===== src/rtl/addr_map_pkg.sv =====
package addr_map_pkg;

    localparam int unsigned LANES = 4;

    typedef enum logic [1:0] {
        SZ_BYTE = 2'd0,
        SZ_HALF = 2'd1,
        SZ_WORD = 2'd2,
        SZ_RSVD = 2'd3
    } acc_size_e;

    typedef enum logic [1:0] {
        RG_NONE = 2'd0,
        RG_INT  = 2'd1,
        RG_EXT  = 2'd2,
        RG_PER  = 2'd3
    } region_e;

    // An access must sit on its own size boundary.
    function automatic logic is_misaligned(acc_size_e sz, logic [1:0] low);
        case (sz)
            SZ_BYTE: is_misaligned = 1'b0;
            SZ_HALF: is_misaligned = low[0];
            SZ_WORD: is_misaligned = |low;
            default: is_misaligned = 1'b1;
        endcase
    endfunction

    // Decides whether byte lane ln is part of an access.
    function automatic logic lane_hit(acc_size_e sz, logic [1:0] low, int unsigned ln);
        logic [1:0] l;
        l = ln[1:0];
        case (sz)
            SZ_BYTE: lane_hit = (l == low);
            SZ_HALF: lane_hit = (l[1] == low[1]);
            SZ_WORD: lane_hit = 1'b1;
            default: lane_hit = 1'b0;
        endcase
    endfunction

endpackage


===== src/rtl/remap_ctrl.sv =====
module remap_ctrl (
    input  logic clk,
    input  logic rst,
    input  logic cmd,
    output logic remapped
);
    always_ff @(posedge clk) begin
        if (rst)
            remapped <= 1'b0;
        else if (cmd)
            remapped <= 1'b1;
    end


    remap_sticky_chk: assert property (@(posedge clk) disable iff (rst)
        remapped |=> remapped);


    remap_clear_chk: assert property (@(posedge clk)
        rst |=> !remapped);
endmodule


===== src/rtl/addr_region_dec.sv =====
module addr_region_dec
    import addr_map_pkg::*;
#(
    parameter int unsigned TOP_W = 10
) (
    input  logic             enable,
    input  logic [TOP_W-1:0] top_bits,
    input  logic             remapped,
    output region_e          region
);
    localparam logic [TOP_W-1:0] TOP_LOW  = '0;
    localparam logic [TOP_W-1:0] TOP_HIGH = '1;

    always_comb begin
        if (!enable)
            region = RG_NONE;
        else if (top_bits == TOP_HIGH)
            region = RG_PER;
        else if (top_bits == TOP_LOW)
            region = remapped ? RG_INT : RG_EXT;
        else
            region = RG_EXT;
    end
endmodule


===== src/rtl/lane_gen.sv =====
module lane_gen
    import addr_map_pkg::*;
(
    input  acc_size_e        size,
    input  logic [1:0]       low,
    output logic [LANES-1:0] lanes,
    output logic             misalign
);
    assign misalign = is_misaligned(size, low);

    for (genvar g = 0; g < LANES; g++) begin : g_lane
        assign lanes[g] = lane_hit(size, low, g);
    end
endmodule


===== src/rtl/rdata_align.sv =====
module rdata_align
    import addr_map_pkg::*;
(
    input  acc_size_e        size,
    input  logic [1:0]       low,
    input  logic [8*LANES-1:0] raw,
    output logic [8*LANES-1:0] aligned
);
    logic [7:0] bytes [LANES];

    for (genvar g = 0; g < LANES; g++) begin : g_byte
        assign bytes[g] = raw[8*g +: 8];
    end

    always_comb begin
        aligned = '0;
        case (size)
            SZ_BYTE: aligned[7:0]  = bytes[low];
            SZ_HALF: aligned[15:0] = low[1] ? raw[31:16] : raw[15:0];
            SZ_WORD: aligned       = raw;
            default: aligned       = '0;
        endcase
    end
endmodule


===== src/rtl/addr_map_remap.sv =====
module addr_map_remap
    import addr_map_pkg::*;
#(
    parameter int unsigned ADDR_W  = 32,
    parameter int unsigned TOP_W   = 10,
    parameter int unsigned SRAM_AW = 18
) (
    input  logic                  clk,
    input  logic                  rst,
    input  logic                  acc_valid,
    input  logic                  acc_write,
    input  logic [ADDR_W-1:0]     acc_addr,
    input  logic [1:0]            acc_size,
    input  logic                  remap_cmd,
    input  logic [31:0]           rdata_in,
    output logic                  sel_int,
    output logic                  sel_ext,
    output logic                  sel_per,
    output logic [3:0]            lane_en,
    output logic [SRAM_AW-3:0]    sram_word,
    output logic                  sram_we,
    output logic                  abort,
    output logic                  remapped,
    output logic [31:0]           rdata_out
);
    localparam int unsigned MID_LO = SRAM_AW;
    localparam int unsigned MID_HI = ADDR_W - TOP_W - 1;

    acc_size_e        size_e;
    logic             misalign;
    logic [LANES-1:0] raw_lanes;
    region_e          region;
    logic             unused_mid;

    assign size_e     = acc_size_e'(acc_size);
    assign unused_mid = ^acc_addr[MID_HI:MID_LO];

    remap_ctrl u_remap (
        .clk      (clk),
        .rst      (rst),
        .cmd      (remap_cmd),
        .remapped (remapped)
    );

    lane_gen u_lanes (
        .size     (size_e),
        .low      (acc_addr[1:0]),
        .lanes    (raw_lanes),
        .misalign (misalign)
    );

    assign abort = acc_valid & misalign;

    addr_region_dec #(.TOP_W(TOP_W)) u_dec (
        .enable   (acc_valid & ~misalign),
        .top_bits (acc_addr[ADDR_W-1 -: TOP_W]),
        .remapped (remapped),
        .region   (region)
    );

    assign sel_int   = (region == RG_INT);
    assign sel_ext   = (region == RG_EXT);
    assign sel_per   = (region == RG_PER);
    assign lane_en   = sel_int ? raw_lanes : '0;
    assign sram_we   = sel_int & acc_write;
    assign sram_word = acc_addr[SRAM_AW-1:2];

    rdata_align u_align (
        .size    (size_e),
        .low     (acc_addr[1:0]),
        .raw     (rdata_in),
        .aligned (rdata_out)
    );


    abort_quiet_chk: assert property (@(posedge clk) disable iff (rst)
        abort |-> (lane_en == '0 && !sel_int && !sel_ext && !sel_per && !sram_we));


    lanes_need_int_chk: assert property (@(posedge clk) disable iff (rst)
        (lane_en != '0) |-> sel_int);


    periph_top_chk: assert property (@(posedge clk) disable iff (rst)
        sel_per |-> (&acc_addr[ADDR_W-1 -: TOP_W]));


    int_needs_remap_chk: assert property (@(posedge clk) disable iff (rst)
        sel_int |-> (remapped && acc_addr[ADDR_W-1 -: TOP_W] == '0));


    remap_set_chk: assert property (@(posedge clk) disable iff (rst)
        remap_cmd |=> remapped);


    idle_quiet_chk: assert property (@(posedge clk) disable iff (rst)
        !acc_valid |-> !(sel_int || sel_ext || sel_per || abort));
endmodule


===== config.mk =====
export PLATFORM = sky130hd
export DESIGN_NAME = addr_map_remap
export DESIGN_NICKNAME = d
export VERILOG_FILES = /design/src/rtl/addr_map_pkg.sv /design/src/rtl/remap_ctrl.sv /design/src/rtl/addr_region_dec.sv /design/src/rtl/lane_gen.sv /design/src/rtl/rdata_align.sv /design/src/rtl/addr_map_remap.sv
export SDC_FILE = /design/constraint.sdc
export NUM_CORES = 1
export LEC_CHECK = 0
export CAP_MARGIN = 0
export CORE_MARGIN = 2
export CORE_UTILIZATION = 27
export DETAILED_ROUTE_END_ITERATION = 8
export GPL_TIMING_DRIVEN = 1
export PLACE_DENSITY = 0.79
export REMOVE_ABC_BUFFERS = 1
export SYNTH_ARGS = -nofsm -noshare
export SYNTH_HDL_FRONTEND = slang
export SYNTH_SLANG_ARGS = --single-unit

===== constraint.sdc =====
create_clock -name clk -period 1.8 [get_ports clk]
set_input_delay 0.36 -clock clk [delete_from_list [all_inputs] [get_ports clk]]
set_output_delay 0.36 -clock clk [all_outputs]
set_load 0.01 [all_outputs]

-- After elaboration in Yosys (flattened, before gate mapping)
Cells that the tools add are included.
W data, S select, Z words.
- input port bits: 71
- memories kept: 0
- bits in latches: 0
- bits in read-only memories: 0
- logic and storage cells: 38
- flip-flop bits (word level): 1
- memory bits (writable): 0
- output and inout bits: 58
- add/sub/neg operators: 0
- equality and inequality tests: 9
- multiply operators: 0
- divide/modulo/power cells: 0
- magnitude comparators: 1
- bitwise operators: 6
- mux-type cells: 17
- shift-type cells: 0
- reduce and logical (&&, ||, !) cells: 4
- operator list (operator ; count):
    $mux W16 ; 2
    $pmux W8 S3 ; 1
    $bmux W8 S2 ; 1
    $mux W8 ; 2
    $pmux W8 S2 ; 1
    $pmux W1 S3 ; 5
    $eq A10 B10 Y1 const B ; 1
    $logic_not A10 Y1 ; 1
    $mux W2 ; 4
    $eq A2 B2 Y1 const B ; 3
    $eq A2 B1 Y1 const B ; 2
    $eq A2 B2 Y1 const A ; 2
    $logic_not A2 Y1 ; 2
    $mux W4 ; 1
    $and A1 B1 Y1 ; 3
    $ge A3 B3 Y1 const B ; 1
    $not A2 Y3 ; 1
    $eq A1 B2 Y1 const A ; 1
    $not A1 Y1 ; 2
    $reduce_or A2 Y1 ; 1

-- Logic depth before layout (Yosys ltp)
- depth after elaboration: 7
- mapped depth: 7
- depth with buffers taken out: 5

-- Modules after synthesis
From an unflattened synthesis, not the netlist that was laid out.
- cell total of the unflattened synthesis: 128
- area, all modules: 935.9 sq um
- by module, submodules not included (module ; area an instance (sq um) ; times used ; cells an instance):
    rdata_align ; 578.1 ; 1 ; 78
    addr_map_remap ; 196.4 ; 1 ; 26
    addr_region_dec ; 70.1 ; 1 ; 11
    lane_gen ; 61.3 ; 1 ; 11
    remap_ctrl ; 30.0 ; 1 ; 2

-- Least setup slack after synthesis
OpenSTA, ideal clock, no wires.
- kind: in2out
- from: input port acc_size[0]
- to: output port lane_en[1]
- setup slack: -0.073 ns
- arrival time: 1.513 ns
- required time: 1.440 ns
- buffers on the path: 0
- stages on the path: 5
- cells stage by stage: inv_1 ha_1 a211oi_2 o21ai_2 nor4_1
- longest elaborated chain between the ends: 7
- elaborated cells on any way between the ends: 10
- those cells by class: eq/ne: 3; mux: 4; bitwise: 2; reduce/logical: 1
- ends and longest elaborated chain (what ; line ; text):
    start: declaration ; addr_map_remap.sv:13 ; input logic [1:0] acc_size,
    $eq A2 B2 Y1, or another cell as far along ; addr_map_pkg.sv:21, addr_map_pkg.sv:33 ;
    $pmux W1 S3 ; addr_map_pkg.sv:21 ; case (sz)
    $not A1 Y1 ; addr_map_remap.sv:55 ; .enable (acc_valid & ~misalign),
    $and A1 B1 Y1 ; addr_map_remap.sv:55 ;
    $mux W2 ; addr_region_dec.sv:15 ; if (!enable)
    $eq A2 B1 Y1 ; addr_map_remap.sv:61 ; assign sel_int = (region == RG_INT);
    $mux W4 (*) ; addr_map_remap.sv:64 ; assign lane_en = sel_int ? raw_lanes : '0;
    end: declaration ; addr_map_remap.sv:19 ; output logic [3:0] lane_en,
Every way passes the cells marked *; elsewhere a longest branch is shown, timed or not.

-- Worst setup path in the final report
- from: input port acc_size[0]
- to: output port rdata_out[4]
- longest elaborated chain between the ends: 2
- elaborated cells on any way between the ends: 4
- those cells by class: eq/ne: 2; mux: 1; reduce/logical: 1
- ends and longest elaborated chain (what ; line ; text):
    $eq A2 B2 Y1, or another cell as far along ; rdata_align.sv:17 ; case (size)
    $pmux W8 S3 (*) ; rdata_align.sv:17 ;
    end: declaration ; addr_map_remap.sv:24 ; output logic [31:0] rdata_out
Marked as above.

==> flow_summary_export.csv <==
group,metric,value,unit
layout,drive_above_1_share,0.504,
routing,avgRoutedWirePerCell,17.5,µm
run_status,violations,"setup timing",
sta,max_slew_margin,0.747,
floorplanning,dieHeight,67.9,µm
worst_setup_path,worstSetupPathType,"input port to primary output",
routing,vias_per_cell,5.22,
pwr,pwr_density_cell,231,nW/µm²
synth,avgSynthCellArea,7.76,µm²
synth,syn-cell-area,1100,µm²
pwr,p_int,0.000313,W
floorplanning,die_width,67.9,µm
sta,fmax,503,MHz
placement,dp_cells,279,
floorplanning,fp.dieArea,4610,µm²
grt,grt_usage,0.207,
sta,setup_slack,-0.187,ns
pwr,p_leak,1.03,nW
sta,worst_pin_slew,0.378,ns
placement,place_area,2020,µm²
pwr,p_clk_frac,0,
worst_setup_path,cp.required,1.44,ns
clocking,insertion_delay,0,ns
floorplanning,core,3970,µm²
flow_run,max_cap_violations,0,
grt,antenna_found_initial,0,
layout,mostFrequentLayoutCell,"clkdlybuf4s50_1",
synth,ys_seq_area_frac,0.0182,
layout,final_cell_mix,"clkdlybuf4s50_1, buf_2, dlygate4sd2_1",
clocking,postCtsHoldBufs,0,
run_status,status,"complete, but fails checks",
grt,grt_max_degree,23,
sta,skew,0,ns
layout,final_nets,315,
grt,grt-ovfl-total,0,
layout,syn_to_final_growth,112,%
routing,drc,0,
sta,tns,-1.61,ns
layout,fin_cells,288,
placement,port_buffers,92,
routing,first_pass_iters,4,
synth,async_reset_ff_frac,0,
sta,fin_crit,1.99,ns
worst_setup_path,cp_data_arrival_time,1.63,ns
clocking,clk_pin_slew,0,ns
routing,postRouteWirelength,5.05,mm
grt,grt_pass1_wl,7.27,mm
synth,ys_types,36,
sta,fin_crit_sh,1.10,
routing,via_count,1502,
pwr,switching_share,0.421,
pwr,seq_power_share,0.047,
worst_setup_path,critPathLaunchType,"input port",
placement,dpl.hpwl,3.60,mm
layout,top_regs,"u_remap.remapped: 1 flops",
min_path,hold_class,"register to register",
floorplanning,initial_core_util,0.278,
sta,finalSetupViolCount,15,
floorplanning,io_pins,129,
sta,drv_slew,0,
layout,largest_register_ff_count,1,
synth,ys_ff_latch,1,
layout,final_area,2340,µm²
routing,antenna_left,0,
pwr,p_switching,0.000227,W
synth,synthCells,142,
synth,yosysWarnings,0,
floorplanning,fp-row-count,23,
synth,synth-edff-count,0,
placement,routabilityCongestion,0.776,
sta,rsz0062_at_grt,"true",
sta,final_hold_viol_count,0,
synth,synth_ff_type,"dfxtp_1",
pwr,power_frac_comb,0.953,
worst_setup_path,cp-end-kind,"primary output",
worst_setup_path,r2r_cells,3,
grt,grt_pass1_vias,1431,
worst_setup_path,critPathMaxFanout,4,
routing,drt_iter0_drc,48,
pwr,ir_worst_vdd,0.142,mV
layout,n_antenna_cell,0,
min_path,hold_path_depth,3,
layout,fillCellCount,361,
layout,top_register,"u_remap.remapped",
per-layer routing:
metal,global-route usage,wire (µm),up-vias
met2,0.354,2470,80
li1,-,-,705
met4,0.00500,80,2
met1,0.241,1870,707
met5,0.100,52,-
met3,0.100,580,8
cells in the mapped netlist, types with 2 or more instances:
| cell | n | share of area |
|---|---|---|
| a21oi_1 | 2 | 0.0091 |
| a22oi_1 | 8 | 0.054 |
| a31oi_1 | 8 | 0.045 |
| and2_1 | 17 | 0.096 |
| buf_2 | 2 | 0.0091 |
| buf_4 | 17 | 0.12 |
| buf_6 | 2 | 0.020 |
| clkbuf_8 | 4 | 0.050 |
| ha_1 | 4 | 0.045 |
| inv_1 | 4 | 0.014 |
| mux2_2 | 8 | 0.082 |
| nand2_1 | 9 | 0.031 |
| nand4_1 | 2 | 0.011 |
| nor2_1 | 2 | 0.0068 |
| nor2b_1 | 10 | 0.057 |
| nor3_1 | 3 | 0.014 |
| nor3b_1 | 2 | 0.014 |
| nor4_1 | 2 | 0.011 |
| nor4_2 | 2 | 0.023 |
| nor4b_2 | 3 | 0.041 |
| o211ai_1 | 8 | 0.054 |
| o221ai_1 | 2 | 0.016 |
| o31ai_1 | 8 | 0.054 |
path summary, 6_finish.rpt:
| path | endpoint | slack, ns | start |
|---|---|---|---|
| setup / recovery | rdata_out[4] | -0.19 | acc_size[0] |
| hold / removal | u_remap.remapped | 0.57 | u_remap.remapped |
| setup reg to reg | u_remap.remapped | 1.13 | u_remap.remapped |
| hold reg to reg | u_remap.remapped | 0.57 | u_remap.remapped |
power groups by stage:
stage	clock, W	sequential [W]	combinational (W)
after floorplan	0	0.0000259	0.000156
after global placement	0	0.0000250	0.000438
after global routing	0	0.0000252	0.000546
after detailed placement	0	0.0000250	0.000441
final	0	0.0000252	0.000515
after CTS	0	0.0000252	0.000482
per-stage QoR:
step | hold WS [ns] | total power, W | setup slack (ns) | utilization
2_1_floorplan | 0.432 | 0.000182 | -0.411 | -
5_1_grt | 0.605 | 0.000572 | -0.239 | 0.589
4_1_cts | 0.572 | 0.000507 | -0.138 | 0.562
6_report | 0.567 | 0.000540 | -0.187 | 0.589
3_3_place_gp | 0.546 | 0.000463 | -1.01 | 0.509
3_5_place_dp | 0.552 | 0.000466 | -1.04 | 0.509
critical path, cell delays in order:
cell and delay (ns):
buf_8 0.10, inv_6 0.05, buf_6 0.10, ha_4 0.14, nor3b_4 0.20, buf_6 0.17, o31ai_2 0.07, a31oi_1 0.24
buf_2 0.20
cell type report:
type	instances	area, µm²	area share
Timing Repair Buffer	123	1080	0.463
Sequential cell	1	20.0	0.00856
Multi-Input combinational cell	110	1150	0.491
Inverter	4	25.0	0.0107
Tap cell	50	62.6	0.0268
timing repair:
action,4_1_cts,5_1_grt
setup endpoints to repair,41,25
setup buffers,7,3
gates cloned,1,0
gates resized for setup,219,35
pin swaps,18,14
kinds of logic (layout without fill, tap and decap cells):
| kind of cell | after synthesis | count (layout) | share of synthesized area |
|---|---|---|---|
| simple gates | 58 | 59 | 0.360 |
| flops | 1 | 1 | 0.0182 |
| mux | 8 | 8 | 0.0817 |
| fa+ha+maj | 4 | 4 | 0.0454 |
| compound gates | 39 | 39 | 0.264 |
| buf+inv | 32 | 127 | 0.230 |
Note: power is estimated with default switching activity, not from simulation.
